`config.mk`:
```
export PLATFORM = sky130hd
export DESIGN_NAME = uart_irq_ident
export DESIGN_NICKNAME = d
export VERILOG_FILES = /design/src/rtl/uart_irq_ident.sv
export SDC_FILE = /design/constraint.sdc
export NUM_CORES = 1
export LEC_CHECK = 0
export ABC_AREA = 1
export BUFFER_PORTS_ARGS = -buffer_cell sky130_fd_sc_hd__clkbuf_2
export CORE_UTILIZATION = 40
export DETAILED_ROUTE_END_ITERATION = 10
export HOLD_SLACK_MARGIN = 0.05
export PLACE_DENSITY = 0.73
export SLEW_MARGIN = 15
export SYNTH_ARGS = -nofsm -noshare
export SYNTH_HDL_FRONTEND = slang
export SYNTH_SLANG_ARGS = --single-unit
```
`constraint.sdc`:
```
create_clock -name clk -period 1 [get_ports clk]
set_input_delay 0.2 -clock clk [delete_from_list [all_inputs] [get_ports clk]]
set_output_delay 0.2 -clock clk [all_outputs]
set_load 0.03 [all_outputs]
```
`src/rtl/uart_irq_ident.sv`:
```
module uart_irq_ident (
  input  logic       clk,
  input  logic       rst_n,
  input  logic       ier_we,
  input  logic [7:0] ier_wdata,
  output logic [7:0] ier_rdata,
  input  logic       fifo_mode,
  input  logic       ls_set,
  input  logic       lsr_rd,
  input  logic       rx_avail,
  input  logic       rx_timeout,
  input  logic       thr_empty,
  input  logic       thr_wr,
  input  logic       ms_set,
  input  logic       msr_rd,
  input  logic       iir_rd,
  output logic [7:0] iir_rdata,
  output logic       irq
);
  logic [3:0] ier;
  logic ls_p, ms_p, te_p, thr_d, rd_d;
  logic [7:0] iir_q;
  logic [2:0] code;
  logic none;

  wire rd_end = rd_d & ~iir_rd;
  wire te_clr = thr_wr | (rd_end & (iir_q[3:0] == 4'h2));
  wire te_set = (thr_empty & ~thr_d) | (ier_we & ier_wdata[1] & ~ier[1] & thr_empty);

  wire ls_v = ier[2] & ls_p & ~lsr_rd;
  wire rx_v = ier[0] & rx_avail;
  wire to_v = ier[0] & rx_timeout;
  wire te_v = ier[1] & te_p & ~te_clr;
  wire ms_v = ier[3] & ms_p & ~msr_rd;

  always_comb begin
    code = 3'b000;
    none = 1'b0;
    if (ls_v)      code = 3'b011;
    else if (rx_v) code = 3'b010;
    else if (to_v) code = {fifo_mode, 2'b10};
    else if (te_v) code = 3'b001;
    else if (ms_v) code = 3'b000;
    else           none = 1'b1;
  end

  always_ff @(posedge clk) begin
    if (!rst_n) begin
      ier   <= 4'h0;
      ls_p  <= 1'b0;
      ms_p  <= 1'b0;
      te_p  <= 1'b0;
      thr_d <= 1'b0;
      rd_d  <= 1'b0;
      iir_q <= 8'h01;
      irq   <= 1'b0;
    end else begin
      if (ier_we) ier <= ier_wdata[3:0];
      ls_p  <= ls_set | (ls_p & ~lsr_rd);
      ms_p  <= ms_set | (ms_p & ~msr_rd);
      te_p  <= te_set | (te_p & ~te_clr);
      thr_d <= thr_empty;
      rd_d  <= iir_rd;
      if (!iir_rd) iir_q <= {{2{fifo_mode}}, 2'b00, code, none};
      irq   <= ~none;
    end
  end

  assign ier_rdata = {4'h0, ier};
  assign iir_rdata = iir_q;
endmodule


```
==> results.md, run 1 <==
- Tightest hold margin: 0.113 ns
- Fraction of power spent switching nets: 29.6%
- Count of pins over their slew limit: 0
- Initial Util: 44.4%
- DRC violations left: 0
- Area occupied by multi-input gates: 300 µm²
- Layout cell share with drive strength beyond 1: 42.9%
- Placeable core region: 1580 µm²
- Type of destination of the critical path: output port
- Footprint of the flip-flops and latches: 314 µm²
- Switching power summed over all nets: 0.384 mW
- Unrepaired setup endpoints after global routing: yes
- Crit path max-delay family: flip-flops
- Crit Path Category: flop to output port
- Cell with the largest stage delay on the worst path: dfxtp_2
- Final Non-Filler Cells: 135
- Placed wire-length estimate: 999 µm
- Antenna violations before repair: 0
- CTS clock-pin slew for the worst setup and hold paths: 0.09 ns
- Clock period minus final worst setup slack: 0.985 ns
- FF-to-FF Start: ier[0]$_SDFFE_PN0P_
- Routed wirelength normalized by instance count: 9.77 µm
- Insertion delay to the later sink of the worst-skew pair: 0.28 ns
- Portion of total power attributed to sequential cells: 51.4%
- Worst-path maximum fanout: 3
- Aggregate global routing overflow: 0
- CTS Buffer Depth: 2
- Syn avg cell area: 7.77 µm²
- Routability Congestion: 0.688
- CP Cell Sequence: clkbuf_8
- Share of total power in the clock network: 26.5%
- Relative area change from synthesis to final layout: 37.0%
- Req. time, crit path: 0.80 ns
- Internal cell power: 0.912 mW
- Maximum resistive drop on vdd: 0.718 mV
- Leakage: 0.494 nW
- Vias per inst: 4.58
- Overall die height: 43.8 µm
- IO Count: 38
- Arrival time at the worst endpoint: 0.78 ns
- Number of nets still failing antenna checks after routing: 0
- Number of rows created at floorplan: 14
- Level count of the clock H-tree: 1
- Startpoint Class: flop
- Final hold violations: 0
- Power per standard cell area: 1350 nW/µm²
- Clk root buf: clkbuf_4
- Final worst clock skew: 0.00619 ns
- CTS Sinks: 15
- Crit path buf inv count: 1
- TritonCTS Buffers: 3
- Sequential element share of the synthesized area: 42.9%
- Post-synthesis cell type count: 20
- Fin crit share: 98.5%
- Highest cell delay on the worst timing path: 0.35 ns
- Total via count in the routed design: 618
- Cell Count Post-Placement: 129
- Path category of the worst min-delay check: input port to flop
- Hold buffer count at CTS: 0
- Total die area: 1920 µm²
- TritonCTS clock tree: built
- Filler Cell Count: 159
- Count of mapped cells out of synthesis: 90
- Syn. warnings: 0
- Setup-failing EPs final: 0
- Global-route usage over all layers: 15.2%
- Maximum frequency from static timing analysis: 1.02 GHz
- Detailed router's first-iteration violation count: 4
- Max_cap viols: 0
- FF-to-FF setup slack: 0.07 ns
- Number of nets in the final layout: 141
- Number of buffers added on ports: 27
- Hold path startpoint: thr_empty
- Final wirelength: 1320 µm
- Vias in the first global route: 561
- Netlist area before placement: 699 µm²
- First-pass iteration count of the detailed router: 4
- Part of the total power dissipated in combinational logic: 22.1%
- Outcome: complete, no violations
- Antenna cell count: 0
- Synthesis-stage register bit count: 15
- Global-route wire length before repair: 2170 µm
- Pin count of the biggest net entering global routing: 10
- Width of the die: 43.8 µm
- CP startpoint: iir_rdata[6]$_SDFFE_PN0N_
## repair_timing
action / 4_1_cts / 5_1_grt
endpoints found under the hold margin: 0 / 0
pin swaps: 0 / 1
resized for setup: 26 / 11
setup buffers: 2 / 0
setup endpoints to repair: 10 / 11
## path summary, 6_finish.rpt
path / depth (start not counted) / end
worst max register to register: 5 / iir_rdata[2]$_SDFFE_PN0N_
worst max-delay path: 1 / iir_rdata[7]
worst min-delay path: 3 / thr_d$_SDFF_PN0_
worst min register to register: 2 / iir_rdata[3]$_SDFFE_PN0N_
## routing by layer
layer,share of wire [%],up-vias,track usage (%)
li1,-,325,-
met1,42,268,16.8
met2,51,20,27.8
met3,5.4,5,2.50
met4,1.7,0,7.50
met5,0,-,0
## cell type report
class	instances	area share, %
clock buffers	4	2.74
repair buffers	29	26.0
well taps	16	2.09
inverters	13	5.09
multi-input cells	58	31.3
flip-flops and latches	15	32.8
## kinds of logic after synthesis
family                 synth area share, %
AND/OR/NAND/NOR                       27.9
flip-flops                            42.9
AO/OA/AOI/OAI                         11.8
buffers and inverters                 16.8
other                                0.536
## synthesized netlist by cell type
library cell  number  area [µm²]
a21oi_1            6        30.0
buf_2              1        5.00
buf_4              7        52.6
buf_6              1        11.3
conb_1             1        3.75
dfxtp_1           15         300
inv_1             12        45.0
inv_2              1        3.75
nand2_1           10        37.5
nand2_2            1        6.26
nand3_1            3        15.0
nand3_2            3        30.0
nand3_4            1        17.5
nand4_1            1        6.26
nor2_1            16        60.1
nor2_4             2        22.5
o21ai_0            6        30.0
o21ai_1            1        5.00
o21ai_2            1        8.76
o2bb2ai_1          1        8.76
## registers in the layout, summed over array words and instances (netlist names)
signal,flops
ier,4
iir_rdata,5
irq,1
ls_p,1
ms_p,1
rd_d,1
te_p,1
thr_d,1
## through the flow
| stage | instance area (µm²) | utilization (%) | setup slack, ns | total power, mW | setup TNS, ns |
|---|---|---|---|---|---|
| after detailed placement | 810 | 51.3 | 0.121 | 0.909 | 0 |
| after global placement | 810 | 51.3 | 0.138 | 0.903 | 0 |
| final | 958 | 60.8 | 0.0151 | 1.30 | 0 |
| after global routing | 958 | 60.8 | -0.0114 | 1.35 | -0.0281 |
| after floorplan | 723 | - | 0.00233 | 0.860 | 0 |
| after CTS | 947 | 60.1 | -0.0100 | 1.29 | -0.0100 |
## tightest hold or removal path, stage by stage
cell and delay (ns):
clkbuf_2 0.07, nand2_1 0.04, inv_1 0.06
## power by group through the flow
stage	Combinational, mW	Clock [mW]	Sequential (mW)
5_1_grt	0.310	0.370	0.670
4_1_cts	0.280	0.349	0.662
2_1_floorplan	0.144	0	0.716
3_3_place_gp	0.232	0	0.672
6_report	0.287	0.343	0.665
3_5_place_dp	0.236	0	0.674
## cells in the final DEF, fill, tap and decap left out
cell type,Yosys,layout
buf_8,0,7
dfxtp_4,0,1
a21oi_1,6,6
dfxtp_2,0,8
nand2_2,1,1
nor2_1,16,16
o21ai_1,1,1
buf_4,7,3
dfxtp_1,15,6
o2bb2ai_1,1,1
nand4_1,1,1
inv_1,12,11
o21ai_0,6,6
clkbuf_2,0,16
nand3_1,3,3
nand2_1,10,10
clkbuf_4,0,3
conb_1,1,6
clkbuf_8,0,3
nand3_4,1,1
inv_2,1,2
nor2_4,2,2
o21ai_2,1,1
clkbuf_1,0,1
nand3_2,3,3
(Power assumes the default switching activity.)
==> run 2: changes to the inputs <==
- PLACE_DENSITY: 0.73 -> 0.69
==> run 2 against run 1 <==
  * Total power grew 1.3%
  * Cell count grew 2.2%
  * Global-route usage grew 0.92 points
  * Via count grew 2.3%
  * Die area is the same
  * The flow now finishes with violations (design-rule violations)
  * Largest power group unchanged
  * Clock power is essentially flat
==> results.md, run 2 (synthesis results as in run 1) <==
- Total via count in the routed design: 632 (+2.3%)
- Non-Filler Cell Area, Final: 992 µm² (+3.5%)
- Vias in the first global route: 560 (-0.18%)
- CTS Buffer Depth: 2 (unchanged)
- Detailed router's first-iteration violation count: 10 (+6)
- Final worst clock skew: 0.00420 ns (-0.00199 ns)
- CTS clock-pin slew for the worst setup and hold paths: 0.09 ns (about the same)
- Width of the die: 43.8 µm (unchanged)
- Placeable core region: 1580 µm² (unchanged)
- Vias per inst: 4.58 (about the same)
- Clk root buf: clkbuf_4
- Startpoint Class: flop
- Number of buffers added on ports: 27 (unchanged)
- Leading cell types in the layout, fill and taps excluded: nor2_1, clkbuf_2, inv_1, nand2_1, buf_8
- Cell with the largest stage delay on the worst path: dfxtp_4
- Number of rows created at floorplan: 14 (unchanged)
- Overall die height: 43.8 µm (unchanged)
- Sum of negative setup slack: 0 ns (unchanged)
- Level count of the clock H-tree: 1 (unchanged)
- Fin crit share: 98.4% (-0.12 points)
- Global-route usage over all layers: 16.1% (+0.92 points)
- Number of nets in the final layout: 144 (+2.1%)
- Max_cap viols: 0 (unchanged)
- Maximum resistive drop on vdd: 0.781 mV (+8.8%)
- Hold buffer count at CTS: 0 (unchanged)
- Crit path buf inv count: 1 (unchanged)
- Endpoint of the worst hold-timing path: ms_p$_SDFF_PN0_
- Outcome: complete, but fails checks
- Final wirelength: 1380 µm (+4.5%)
- Routability Congestion: 0.679 (-1.2%)
- Routed wirelength normalized by instance count: 9.99 µm (+2.2%)
- Crit Path Category: flop to output port
- Worst reg2reg path endpoint: iir_rdata[0]$_SDFFE_PN1N_
- Worst-path maximum fanout: 3 (unchanged)
- Number of cells traversed by the worst hold path: 3 (unchanged)
- Maximum frequency from static timing analysis: 1.02 GHz (+0.13%)
- Layout cell share with drive strength beyond 1: 45.1% (+2.2 points)
- TritonCTS Buffers: 3 (unchanged)
- CP Cell Sequence: buf_8
- CTS Sinks: 15 (unchanged)
- First-pass iteration count of the detailed router: 7 (+3)
- Max FFs per register: 5 (unchanged)
- Highest cell delay on the worst timing path: 0.37 ns (+0.02 ns)
- Antenna cell count: 0 (unchanged)
- Filler Cell Count: 160 (+0.63%)
- Req. time, crit path: 0.80 ns (about the same)
- DRC violations left: 2 (+2)
- Relative area change from synthesis to final layout: 41.9%
- Leakage: 0.514 nW (+4.2%)
- Total die area: 1920 µm² (unchanged)
- Final hold violations: 0 (unchanged)
- Global-route wire length before repair: 2300 µm (+5.7%)
- Total power: 1.31 mW (+1.3%)
- Setup-failing EPs final: 0 (unchanged)
- Placed wire-length estimate: 997 µm (-0.19%)
- TritonCTS clock tree: built
- FF-to-FF setup slack: 0.05 ns (-0.02 ns)
- Arrival time at the worst endpoint: 0.78 ns (about the same)
- Area occupied by multi-input gates: 305 µm² (+1.7%)
- FF-to-FF Start: iir_rdata[0]$_SDFFE_PN1N_
- Pin count of the biggest net entering global routing: 10 (unchanged)
- Aggregate global routing overflow: 0 (unchanged)
- Path category of the worst min-delay check: input port to flop
- Worst-case reg-to-reg path depth: 6 (+1)
- Crit path max-delay family: flip-flops
- IO Count: 38 (unchanged)
- Initial Util: 44.4% (unchanged)
- Count of pins over their slew limit: 0 (unchanged)
- Insertion delay to the later sink of the worst-skew pair: 0.28 ns (about the same)
- Area post-placement: 810 µm² (unchanged)
- Number of nets still failing antenna checks after routing: 0 (unchanged)
- Clock period minus final worst setup slack: 0.984 ns (-0.00123 ns)
- Hold path startpoint: ms_set
- Power per standard cell area: 1320 nW/µm² (-2.1%)
- Antenna violations before repair: 0 (unchanged)
- Tightest hold margin: 0.122 ns (+0.00877 ns)
- Unrepaired setup endpoints after global routing: yes
- Violations in the final reports: design-rule violations
- Type of destination of the critical path: output port
- Footprint of the flip-flops and latches: 317 µm² (+0.80%)
[run 2: worst max path at each step]
| stage | start | to | cells after the start | slack (ns) |
|---|---|---|---|---|
| 2_1_floorplan | iir_rdata[0]$_SDFFE_PN1N_ | iir_rdata[0]$_SDFFE_PN1N_ | 5 | 0.002 |
| 3_3_place_gp | rx_avail | iir_rdata[2]$_SDFFE_PN0N_ | 5 | 0.14 |
| 3_5_place_dp | rx_avail | iir_rdata[2]$_SDFFE_PN0N_ | 5 | 0.13 |
| 4_1_cts | iir_rdata[0]$_SDFFE_PN1N_ | iir_rdata[0] | 1 | -0.03 |
| 5_1_grt | iir_rdata[0]$_SDFFE_PN1N_ | iir_rdata[0]$_SDFFE_PN1N_ | 6 | -0.007 |
| 6_report | iir_rdata[6]$_SDFFE_PN0N_ | iir_rdata[6] | 1 | 0.02 |
[run 2: power by group]
part           total, mW  switching, mW  internal [mW]
Clock              0.344          0.196          0.148
Sequential         0.662         0.0273          0.635
Combinational      0.306          0.174          0.132
Total               1.31          0.397          0.915
[run 2: area by class of cell]
type                    count  share of cell area, %
multi-input cells          58                   30.8
inverters                  13                   4.92
clock buffers               3                   2.27
flip-flops and latches     15                   31.9
clock inverters             1                  0.504
well taps                  16                   2.02
repair buffers             32                   27.6
[run 2: stage by stage]
stage	std cells	worst slack, ns	util [%]
2_1_floorplan	95	0.00233	-
3_3_place_gp	129	0.138	51.3
3_5_place_dp	129	0.134	51.3
4_1_cts	136	-0.0308	60.6
5_1_grt	138	-0.00684	62.9
6_report	138	0.0163	62.9
[run 2: repair_timing]
action / in CTS / in global routing
endpoints found under the setup margin: 11 / 11
buffers inserted: 3 / 2
gates resized for setup: 26 / 13
gates cloned: 0 / 0
hold endpoints to repair: 0 / 0
[run 2: metal layers]
metal	part of all wire (%)	global-route usage, %	up-vias
met2	52	26.9	25
met1	42	20.4	270
met3	5.4	2.50	2
met4	0.44	7.50	0
met5	0	0	-
li1	-	-	335
